$ cat src/rtl/ide_cfg_pkg.sv
package ide_cfg_pkg;

    localparam int ADDR_W = 3;
    localparam int DATA_W = 16;
    localparam int REG_W  = 8;
    localparam int NBANK  = 2;

    localparam logic [ADDR_W-1:0] OFF_RTIM  = 3'd0;
    localparam logic [ADDR_W-1:0] OFF_WTIM  = 3'd1;
    localparam logic [ADDR_W-1:0] OFF_PROBE = 3'd1;
    localparam logic [ADDR_W-1:0] OFF_KEY   = 3'd2;
    localparam logic [ADDR_W-1:0] OFF_CTRL  = 3'd3;
    localparam logic [ADDR_W-1:0] OFF_STRAP = 3'd5;
    localparam logic [ADDR_W-1:0] OFF_MISC  = 3'd6;

    typedef enum logic [1:0] {
        TRK_IDLE = 2'd0,
        TRK_ONE  = 2'd1,
        TRK_TWO  = 2'd2
    } trk_e;

    typedef struct packed {
        logic              rd;
        logic              wr;
        logic              narrow;
        logic [ADDR_W-1:0] off;
        logic [REG_W-1:0]  lo;
    } acc_t;

    typedef struct packed {
        logic [REG_W-1:0] rtim;
        logic [REG_W-1:0] wtim;
    } bank_t;

    function automatic acc_t decode_bus(input logic rd, input logic wr, input logic narrow,
                                        input logic [ADDR_W-1:0] a, input logic [REG_W-1:0] d);
        acc_t x;
        x.wr     = wr;
        x.rd     = rd & ~wr;
        x.narrow = narrow;
        x.off    = a;
        x.lo     = d;
        return x;
    endfunction

    function automatic logic is_key_write(input acc_t x, input logic [ADDR_W-1:0] o,
                                          input logic [REG_W-1:0] v);
        return x.wr && x.narrow && (x.off == o) && (x.lo == v);
    endfunction

    function automatic logic is_probe_read(input acc_t x);
        return x.rd && !x.narrow && (x.off == OFF_PROBE);
    endfunction

    function automatic trk_e trk_advance(input trk_e s);
        return (s == TRK_IDLE) ? TRK_ONE : TRK_TWO;
    endfunction

endpackage

$ cat src/rtl/ide_cfg_unlock.sv
module ide_cfg_unlock
    import ide_cfg_pkg::*;
#(
    parameter logic [REG_W-1:0] OPEN_KEY  = 8'h03,
    parameter logic [REG_W-1:0] CLOSE_KEY = 8'h83
) (
    input  logic clk,
    input  logic rst,
    input  acc_t acc,
    output logic cfg_mode
);
    trk_e trk_q, trk_d;
    logic cfg_q, cfg_d;
    logic active;

    assign active = acc.rd | acc.wr;

    always_comb begin
        trk_d = trk_q;
        cfg_d = cfg_q;
        if (active) begin
            if (cfg_q) begin
                trk_d = TRK_IDLE;
                if (is_key_write(acc, OFF_KEY, CLOSE_KEY)) begin
                    cfg_d = 1'b0;
                end
            end else if (is_probe_read(acc)) begin
                trk_d = trk_advance(trk_q);
            end else begin
                trk_d = TRK_IDLE;
                if ((trk_q == TRK_TWO) && is_key_write(acc, OFF_KEY, OPEN_KEY)) begin
                    cfg_d = 1'b1;
                end
            end
        end
    end

    always_ff @(posedge clk) begin
        if (rst) begin
            trk_q <= TRK_IDLE;
            cfg_q <= 1'b0;
        end else begin
            trk_q <= trk_d;
            cfg_q <= cfg_d;
        end
    end

    assign cfg_mode = cfg_q;
endmodule

$ cat src/rtl/ide_cfg_regfile.sv
module ide_cfg_regfile
    import ide_cfg_pkg::*;
#(
    parameter logic [REG_W-1:0] BANKB_KEY = 8'hC0,
    parameter logic [REG_W-1:0] MAP_KEY   = 8'h85,
    parameter logic [REG_W-1:0] STRAP_VAL = 8'h00
) (
    input  logic             clk,
    input  logic             rst,
    input  logic             cfg_mode,
    input  acc_t             acc,
    output logic [REG_W-1:0] cfg_rdata,
    output bank_t            drv0_tim,
    output bank_t            drv1_tim,
    output logic [REG_W-1:0] misc_q
);
    localparam int SEL_W = $clog2(NBANK);

    bank_t             bank_rd [NBANK];
    logic [SEL_W-1:0]  sel_q;
    logic              bb_en_q;
    logic [REG_W-1:0]  ctrl_q;
    logic [REG_W-1:0]  misc_r;
    logic              cfg_wr;
    logic              open_wr;

    assign cfg_wr  = cfg_mode & acc.wr;
    assign open_wr = ~cfg_mode & acc.wr;

    for (genvar b = 0; b < NBANK; b++) begin : g_bank
        bank_t q;
        logic  hit;
        assign hit = cfg_wr && (32'(sel_q) == b);
        always_ff @(posedge clk) begin
            if (rst) begin
                q <= '0;
            end else if (hit) begin
                if (acc.off == OFF_RTIM) q.rtim <= acc.lo;
                if (acc.off == OFF_WTIM) q.wtim <= acc.lo;
            end
        end
        assign bank_rd[b] = q;
    end

    always_ff @(posedge clk) begin
        if (rst) begin
            sel_q   <= '0;
            bb_en_q <= 1'b0;
            ctrl_q  <= '0;
            misc_r  <= '0;
        end else begin
            if (open_wr && (acc.off == OFF_CTRL)) begin
                bb_en_q <= (acc.lo == BANKB_KEY);
            end
            if (cfg_wr && (acc.off == OFF_CTRL)) begin
                ctrl_q <= acc.lo;
            end
            if (cfg_wr && (acc.off == OFF_MISC)) begin
                misc_r <= acc.lo;
                sel_q  <= SEL_W'(acc.lo[0] & bb_en_q);
            end
        end
    end

    always_comb begin
        case (acc.off)
            OFF_RTIM:  cfg_rdata = bank_rd[sel_q].rtim;
            OFF_WTIM:  cfg_rdata = bank_rd[sel_q].wtim;
            OFF_CTRL:  cfg_rdata = ctrl_q;
            OFF_STRAP: cfg_rdata = STRAP_VAL;
            OFF_MISC:  cfg_rdata = misc_r;
            default:   cfg_rdata = '0;
        endcase
    end

    assign drv0_tim = bank_rd[0];
    assign drv1_tim = (ctrl_q == MAP_KEY) ? bank_rd[NBANK-1] : bank_rd[0];
    assign misc_q   = misc_r;
endmodule

$ cat src/rtl/ide_cfg_route.sv
module ide_cfg_route
    import ide_cfg_pkg::*;
(
    input  logic              cfg_mode,
    input  acc_t              acc,
    input  logic [ADDR_W-1:0] bus_addr,
    input  logic [DATA_W-1:0] bus_wdata,
    input  logic [REG_W-1:0]  cfg_rdata,
    input  logic [DATA_W-1:0] drv_rdata,
    output logic [DATA_W-1:0] bus_rdata,
    output logic [ADDR_W-1:0] drv_addr,
    output logic [DATA_W-1:0] drv_wdata,
    output logic              drv_rd,
    output logic              drv_wr
);
    assign drv_rd    = acc.rd & ~cfg_mode;
    assign drv_wr    = acc.wr & ~cfg_mode;
    assign drv_addr  = bus_addr;
    assign drv_wdata = bus_wdata;
    assign bus_rdata = cfg_mode ? DATA_W'(cfg_rdata) : drv_rdata;
endmodule

$ cat src/rtl/ide_cfg_gate.sv
module ide_cfg_gate
    import ide_cfg_pkg::*;
#(
    parameter logic [REG_W-1:0] OPEN_KEY  = 8'h03,
    parameter logic [REG_W-1:0] CLOSE_KEY = 8'h83,
    parameter logic [REG_W-1:0] BANKB_KEY = 8'hC0,
    parameter logic [REG_W-1:0] MAP_KEY   = 8'h85,
    parameter logic [REG_W-1:0] STRAP_VAL = 8'h00
) (
    input  logic              clk,
    input  logic              rst,
    input  logic [ADDR_W-1:0] bus_addr,
    input  logic [DATA_W-1:0] bus_wdata,
    input  logic              bus_rd,
    input  logic              bus_wr,
    input  logic              bus_byte,
    output logic [DATA_W-1:0] bus_rdata,
    output logic [ADDR_W-1:0] drv_addr,
    output logic [DATA_W-1:0] drv_wdata,
    output logic              drv_rd,
    output logic              drv_wr,
    input  logic [DATA_W-1:0] drv_rdata,
    output logic              cfg_mode,
    output logic [REG_W-1:0]  drv0_rtim,
    output logic [REG_W-1:0]  drv0_wtim,
    output logic [REG_W-1:0]  drv1_rtim,
    output logic [REG_W-1:0]  drv1_wtim,
    output logic [REG_W-1:0]  misc_q
);
    acc_t             acc;
    logic [REG_W-1:0] cfg_rdata;
    bank_t            d0_tim, d1_tim;

    assign acc = decode_bus(bus_rd, bus_wr, bus_byte, bus_addr, bus_wdata[REG_W-1:0]);

    ide_cfg_unlock #(.OPEN_KEY(OPEN_KEY), .CLOSE_KEY(CLOSE_KEY)) unlock_i (
        .clk(clk), .rst(rst), .acc(acc), .cfg_mode(cfg_mode)
    );

    ide_cfg_regfile #(.BANKB_KEY(BANKB_KEY), .MAP_KEY(MAP_KEY), .STRAP_VAL(STRAP_VAL)) regs_i (
        .clk(clk), .rst(rst), .cfg_mode(cfg_mode), .acc(acc),
        .cfg_rdata(cfg_rdata), .drv0_tim(d0_tim), .drv1_tim(d1_tim), .misc_q(misc_q)
    );

    ide_cfg_route route_i (
        .cfg_mode(cfg_mode), .acc(acc), .bus_addr(bus_addr), .bus_wdata(bus_wdata),
        .cfg_rdata(cfg_rdata), .drv_rdata(drv_rdata), .bus_rdata(bus_rdata),
        .drv_addr(drv_addr), .drv_wdata(drv_wdata), .drv_rd(drv_rd), .drv_wr(drv_wr)
    );

    assign drv0_rtim = d0_tim.rtim;
    assign drv0_wtim = d0_tim.wtim;
    assign drv1_rtim = d1_tim.rtim;
    assign drv1_wtim = d1_tim.wtim;
endmodule

$ cat config.mk
export PLATFORM = sky130hd
export DESIGN_NAME = ide_cfg_gate
export DESIGN_NICKNAME = d
export VERILOG_FILES = /design/src/rtl/ide_cfg_pkg.sv /design/src/rtl/ide_cfg_unlock.sv /design/src/rtl/ide_cfg_regfile.sv /design/src/rtl/ide_cfg_route.sv /design/src/rtl/ide_cfg_gate.sv
export SDC_FILE = /design/constraint.sdc
export NUM_CORES = 1
export LEC_CHECK = 0
export BUFFER_PORTS_ARGS = -buffer_cell sky130_fd_sc_hd__buf_2
export CAP_MARGIN = 20
export CORE_MARGIN = 4
export CORE_UTILIZATION = 40
export CTS_BUF_LIST = sky130_fd_sc_hd__clkbuf_16
export CTS_CLUSTER_DIAMETER = 60
export DETAILED_ROUTE_END_ITERATION = 16
export PLACE_DENSITY_LB_ADDON = 0.08
export SYNTH_ARGS = -nofsm -noshare
export SYNTH_HDL_FRONTEND = slang
export SYNTH_SLANG_ARGS = --single-unit
$ cat constraint.sdc
create_clock -name clk -period 2.9 [get_ports clk]
set_clock_uncertainty 0.05 [all_clocks]
set_input_delay 0.435 -clock clk [delete_from_list [all_inputs] [get_ports clk]]
set_output_delay 0.435 -clock clk [all_outputs]
set_load 0.1 [all_outputs]
* Yosys cells after proc, flatten, opt, wreduce, memory -nomap -nowiden
Cells that the tools add are included.
** Word-level totals
- Logic and storage cells :: 62
- Input bits :: 40
- Bits in registers :: 53
- Output and inout bits :: 78
** Operators by class
- Equality and inequality tests :: 9
- Bitwise operators :: 10
- Muxes and demuxes :: 13
- Reduce and logical (&&, ||, !) cells :: 19
- Magnitude comparators :: 1
** Operators by type and width (count)
- two-way mux 16 bit :: 5
- case mux 8 bit (4 select lines) :: 1
- == test 8 bit, second input constant :: 3
- logical AND 1 bit :: 12
- == test 8 x 2 -> 1 bit, second input constant :: 1
- AND reduction 2 bit :: 4
- == test 3 x 2 -> 1 bit, second input constant :: 2
- two-way mux 2 bit :: 3
- bitwise AND 1 bit :: 5
- two-way mux 1 bit :: 4
- == test 3 x 1 -> 1 bit, second input constant :: 1
- == test 3 bit, second input constant :: 1
- logical NOT 3 bit :: 1
- NOT 1 bit :: 3
- == test 2 bit, second input constant :: 1
- >= comparator 2 bit, second input constant :: 1
- logical NOT 2 bit :: 1
- NOT 1 -> 2 bit :: 1
- logical NOT 1 bit :: 1
- bitwise OR 1 bit :: 1

* Longest topological paths before layout
- Depth in word-level cells :: 7
- Depth in mapped cells :: 6
- Mapped depth without buffers :: 4

* Hierarchy
A second synthesis with hierarchy kept.
** Unflattened totals
- Cell total of the unflattened synthesis :: 335
- Area, all modules :: 3275.6 um^2
** By module, submodules not included
- ide_cfg_regfile :: area each 2715.1 um^2, seq. area each 1001.0 um^2, cells an instance 275, times used 1
- ide_cfg_route :: area each 347.8 um^2, seq. area each 0.0 um^2, cells an instance 39, times used 1
- ide_cfg_unlock :: area each 198.9 um^2, seq. area each 60.1 um^2, cells an instance 20, times used 1
- ide_cfg_gate :: area each 13.8 um^2, seq. area each 0.0 um^2, cells an instance 1, times used 1

* Worst setup path before layout
Ideal clock, no wire load.
- Path type :: flip-flop to flip-flop
- Start :: register unlock_i.cfg_q, in the netlist unlock_i.cfg_mode
- End :: register unlock_i.trk_q[1]
- Setup slack :: -1.027 ns
- Cell stages (with the launch flop) :: 6
- Library setup time :: 0.070 ns
- Arrival :: 3.807 ns
- Cells stage by stage :: dfxtp_1 > clkbuf_1 > nor3b_1 > nor3b_1 > o21ai_0 > a21oi_1
** On the way
- Longest elaborated chain between the ends :: 1
** RTL lines
- start, declared :: RTL line ide_cfg_unlock.sv:13 : logic cfg_q, cfg_d;
- start signal, assigned :: RTL line ide_cfg_unlock.sv:44 : cfg_q <= cfg_d;
- two-way mux 2 bit :: RTL line ide_cfg_unlock.sv:22 : if (cfg_q) begin
- end signal, assigned :: RTL line ide_cfg_unlock.sv:43 : trk_q <= trk_d;
- end, declared :: RTL line ide_cfg_unlock.sv:12 : trk_e trk_q, trk_d;
No other way between the ends.
A chain may end at the register's enable or synchronous reset.

* Final worst setup path
- Start :: register regs_i.sel_q
- End :: output bus_rdata[4]
** On the way
- Longest elaborated chain between the ends :: 6
** RTL lines
- start, declared :: RTL line ide_cfg_regfile.sv:20 : logic [SEL_W-1:0] sel_q;
- start signal, assigned :: RTL line ide_cfg_regfile.sv:60 : sel_q <= SEL_W'(acc.lo[0] & bb_en_q);
- NOT 1 -> 2 bit (implied by the code) :: RTL line ide_cfg_regfile.sv:67, ide_cfg_regfile.sv:68
- two-way mux 16 bit (implied by the code) (3 in a row) :: RTL line ide_cfg_regfile.sv:67 : OFF_RTIM: cfg_rdata = bank_rd[sel_q].rtim;
- case mux 8 bit (4 select lines) :: RTL line ide_cfg_regfile.sv:66 : case (acc.off)
- two-way mux 16 bit :: RTL line ide_cfg_route.sv:20 : assign bus_rdata = cfg_mode ? DATA_W'(cfg_rdata) : drv_rdata;
- end, declared :: RTL line ide_cfg_gate.sv:17 : output logic [DATA_W-1:0] bus_rdata,
No other way between the ends. The select of a mux whose other input is x is not followed.

==> run_results.csv <==
group,metric,value,unit
outcome,status,"finished clean",
routing,wirelength,9020,um
cts,clkTransAtPathRegs,0.07,ns
timing,clock.fmax,355,MHz
timing,drv_slew,0,
placed_design,dp_hpwl,6530,um
critical_path,r2r_end,"regs_i.bank_rd[11]$_SDFFE_PP0P_",
cts,insertion_delay,0.29,ns
critical_path,rrSetupSlack,0.52,ns
cells_and_area,fin_cells,515,
critical_path,crit_fanout,12,
power_and_ir_drop,p_seq_share,45.4,%
synthesis,yosysSeqAreaShare,34.6,%
cts,cts.repair.resized,0,
floorplanning,io_pins,118,
cts,cts_tree,"yes",
synthesis,synthFlopType,"dfxtp_1",
critical_path,critical_path_class,"register to output pin",
floorplanning,die_w,95.6,um
critical_path,arrival,2.33,ns
timing,period_minus_slack,2.82,ns
hold_path,hold_start,"bus_byte",
placed_design,port-buffer-count,101,
routing,vias_per_cell,5.27,
timing,period_share,97.1,%
power_and_ir_drop,power_switching,502,uW
synthesis,syn-cell-area,0.00307,mm2
cells_and_area,design_area,0.00380,mm2
critical_path,required,2.41,ns
critical_path,r2r-start,"regs_i.sel_q$_SDFFE_PP0P_",
synthesis,syn-instance-count,363,
critical_path,end_kind,"output pin",
power_and_ir_drop,power_density,421,mW/mm2
synthesis,synthDistinctLibCells,36,
cts,holdBufCountCts,0,
grt,grt_pass1_vias,2524,
synthesis,synthTopCellsByArea,"dfxtp_1 35%, mux2i_1 10%, mux2_2 8.8%, buf_4 8.6%, nand2_1 4.4%",
cells_and_area,final_common_cell,"buf_2",
floorplanning,die_h,95.6,um
cts,cts-root-buf,"clkbuf_16",
hold_path,hold_class,"input pin to register",
power_and_ir_drop,ir_drop,0.236,mV
hold_path,whs_path_depth,4,
grt,antenna_found_initial,0,
synthesis,ys_warn_count,0,
grt,track_usage,20.2,%
synthesis,netlist.area_leader.share,34.6,%
placed_design,place_area,0.00366,mm2
synthesis,synth-edff-count,0,
hold_path,hold_end,"unlock_i.trk_q[1]$_SDFFE_PP0P_",
cts,clock_path_buffers,2,
timing,slew_headroom,47.4,%
grt,grt_max_degree,42,
power_and_ir_drop,p_leak,0.00156,uW
floorplanning,core-area,0.00737,mm2
synthesis,syn_nets,403,
cells_and_area,syn2layout_area_growth,24.0,%
cells_and_area,final_cell_mix,"82 x buf_2, 53 x dfxtp_1, 36 x nand2_1",
run,drv_cap,0,
synthesis,yosys_register_bits,53,
critical_path,critPathLaunchType,"register",
grt,gr-total-overflow,0,
floorplanning,start_util,41.6,%
synthesis,postSynth.asyncResetShare,0,%
timing,finalHoldViolations,0,
cts,cts_max_level,2,
critical_path,ff2ff_path_depth,5,
routing,wl_per_cell,17.5,um
routing,drc_errors,0,
routing,vias,2713,
cts,cts.sinks,53,
timing,rsz0062_at_grt,"no",
floorplanning,num_rows,31,
floorplanning,design.die.area,0.00913,mm2
synthesis,syn_avg_cell_area,8.45,um2
power_and_ir_drop,switching_share,31.3,%
power_and_ir_drop,clockPowerShare,36.8,%
power_and_ir_drop,power.total,1600,uW
cells_and_area,diodes,0,
routing,drt_iter0_markers,159,
synthesis,yosys.area.top_type,"dfxtp_1",
grt,grt_first_pass_wirelength,14000,um
timing,setup_violations,0,
timing,holdWs,0.410,ns
routing,drtPass1Iterations,4,
cts,cts_made_buffers,5,
placed_design,dp_cells,507,
cells_and_area,nNetsFinal,455,
timing,worst_slew_pin_slew,0.789,ns
power_and_ir_drop,combPwrFrac,17.7,%
cts,post_cts_buffers,0,
placed_design,gp_congestion,0.830,
cells_and_area,drive_gt1_share,35.1,%
routing,detail-route-antenna-nets,0,
cells_and_area,final_core_util,51.6,%
power_and_ir_drop,intPower,1100,uW
## cell families (layout without fill, tap and decap cells)
logic type | after synthesis | count (layout) | share of synthesized area [%]
flip-flops | 53 | 53 | 34.6
AND/OR/NAND/NOR | 112 | 112 | 18.8
buffers and inverters | 70 | 123 | 13.3
AO/OA/AOI/OAI | 72 | 72 | 14.0
multiplexers | 56 | 56 | 19.3
## critical path: stages (launching register included)
cell,delay (ns)
dfxtp_1,0.69
or3b_2,0.51
o22ai_1,0.22
a221oi_1,0.07
o22ai_1,0.32
buf_12,0.23
## final cells by class
type	instances	area (um2)
clock inverter	3	18.8
sequential	53	1060
clock buffer	5	125
tap	99	124
timing repair buffer	107	836
fill	741	3570
multi-input combinational	240	1610
inverter	8	30.0
## cell usage after synthesis, drive strengths merged, types with 2 or more instances
cell type   n
and3b       2
buf        41
nor3b       3
nor4bb      2
inv         8
nor2       32
mux2       24
mux2i      32
a21oi      26
or3         2
o21ai      20
nand2      36
nand4       2
o22ai      12
nor2b      12
nand2b      4
or3b        2
nor4        2
clkbuf     21
and3        2
o211a       4
nor3        3
dfxtp      53
nand3       5
a221oi      8
## sequential cells by signal, indices dropped and copies added, names as in the netlist
register,count
unlock_i.trk_q,2
regs_i.misc_q,8
regs_i.sel_q,1
unlock_i.cfg_mode,1
regs_i.ctrl_q,8
regs_i.drv0_tim,16
regs_i.bb_en_q,1
regs_i.bank_rd,16
## power by group through the flow
stage	sequential [uW]	clock, uW	combinational, uW
floorplan	744	0	278
global placement	744	0	283
detailed placement	744	0	283
CTS	727	601	284
global route	727	628	296
finish	727	590	284
## through the flow
step                      setup slack [ns]  TNS, ns
final                               0.0834        0
after global routing                0.0102        0
after CTS                            0.113        0
after detailed placement             0.324        0
after global placement               0.345        0
after floorplan                     -0.870    -7.43
## worst max-delay path by stage
stage	slack [ns]	to	startpoint	cells past startpoint
after floorplan	-0.87	bus_rdata[0]	unlock_i.cfg_mode$_SDFFE_PP0P_	4
after global placement	0.34	bus_rdata[7]	bus_addr[0]	6
after detailed placement	0.32	bus_rdata[7]	bus_addr[0]	6
after CTS	0.11	bus_rdata[7]	regs_i.sel_q$_SDFFE_PP0P_	6
after global routing	0.01	bus_rdata[6]	regs_i.sel_q$_SDFFE_PP0P_	6
final	0.08	bus_rdata[4]	regs_i.sel_q$_SDFFE_PP0P_	5
## per-layer routing
layer	GRT usage, %	part of all wire [%]
met2	29.8	44
met5	0	0
met4	4.86	1.1
met3	3.47	7.0
met1	30.3	48
Note: power is estimated with default switching activity, not from simulation.
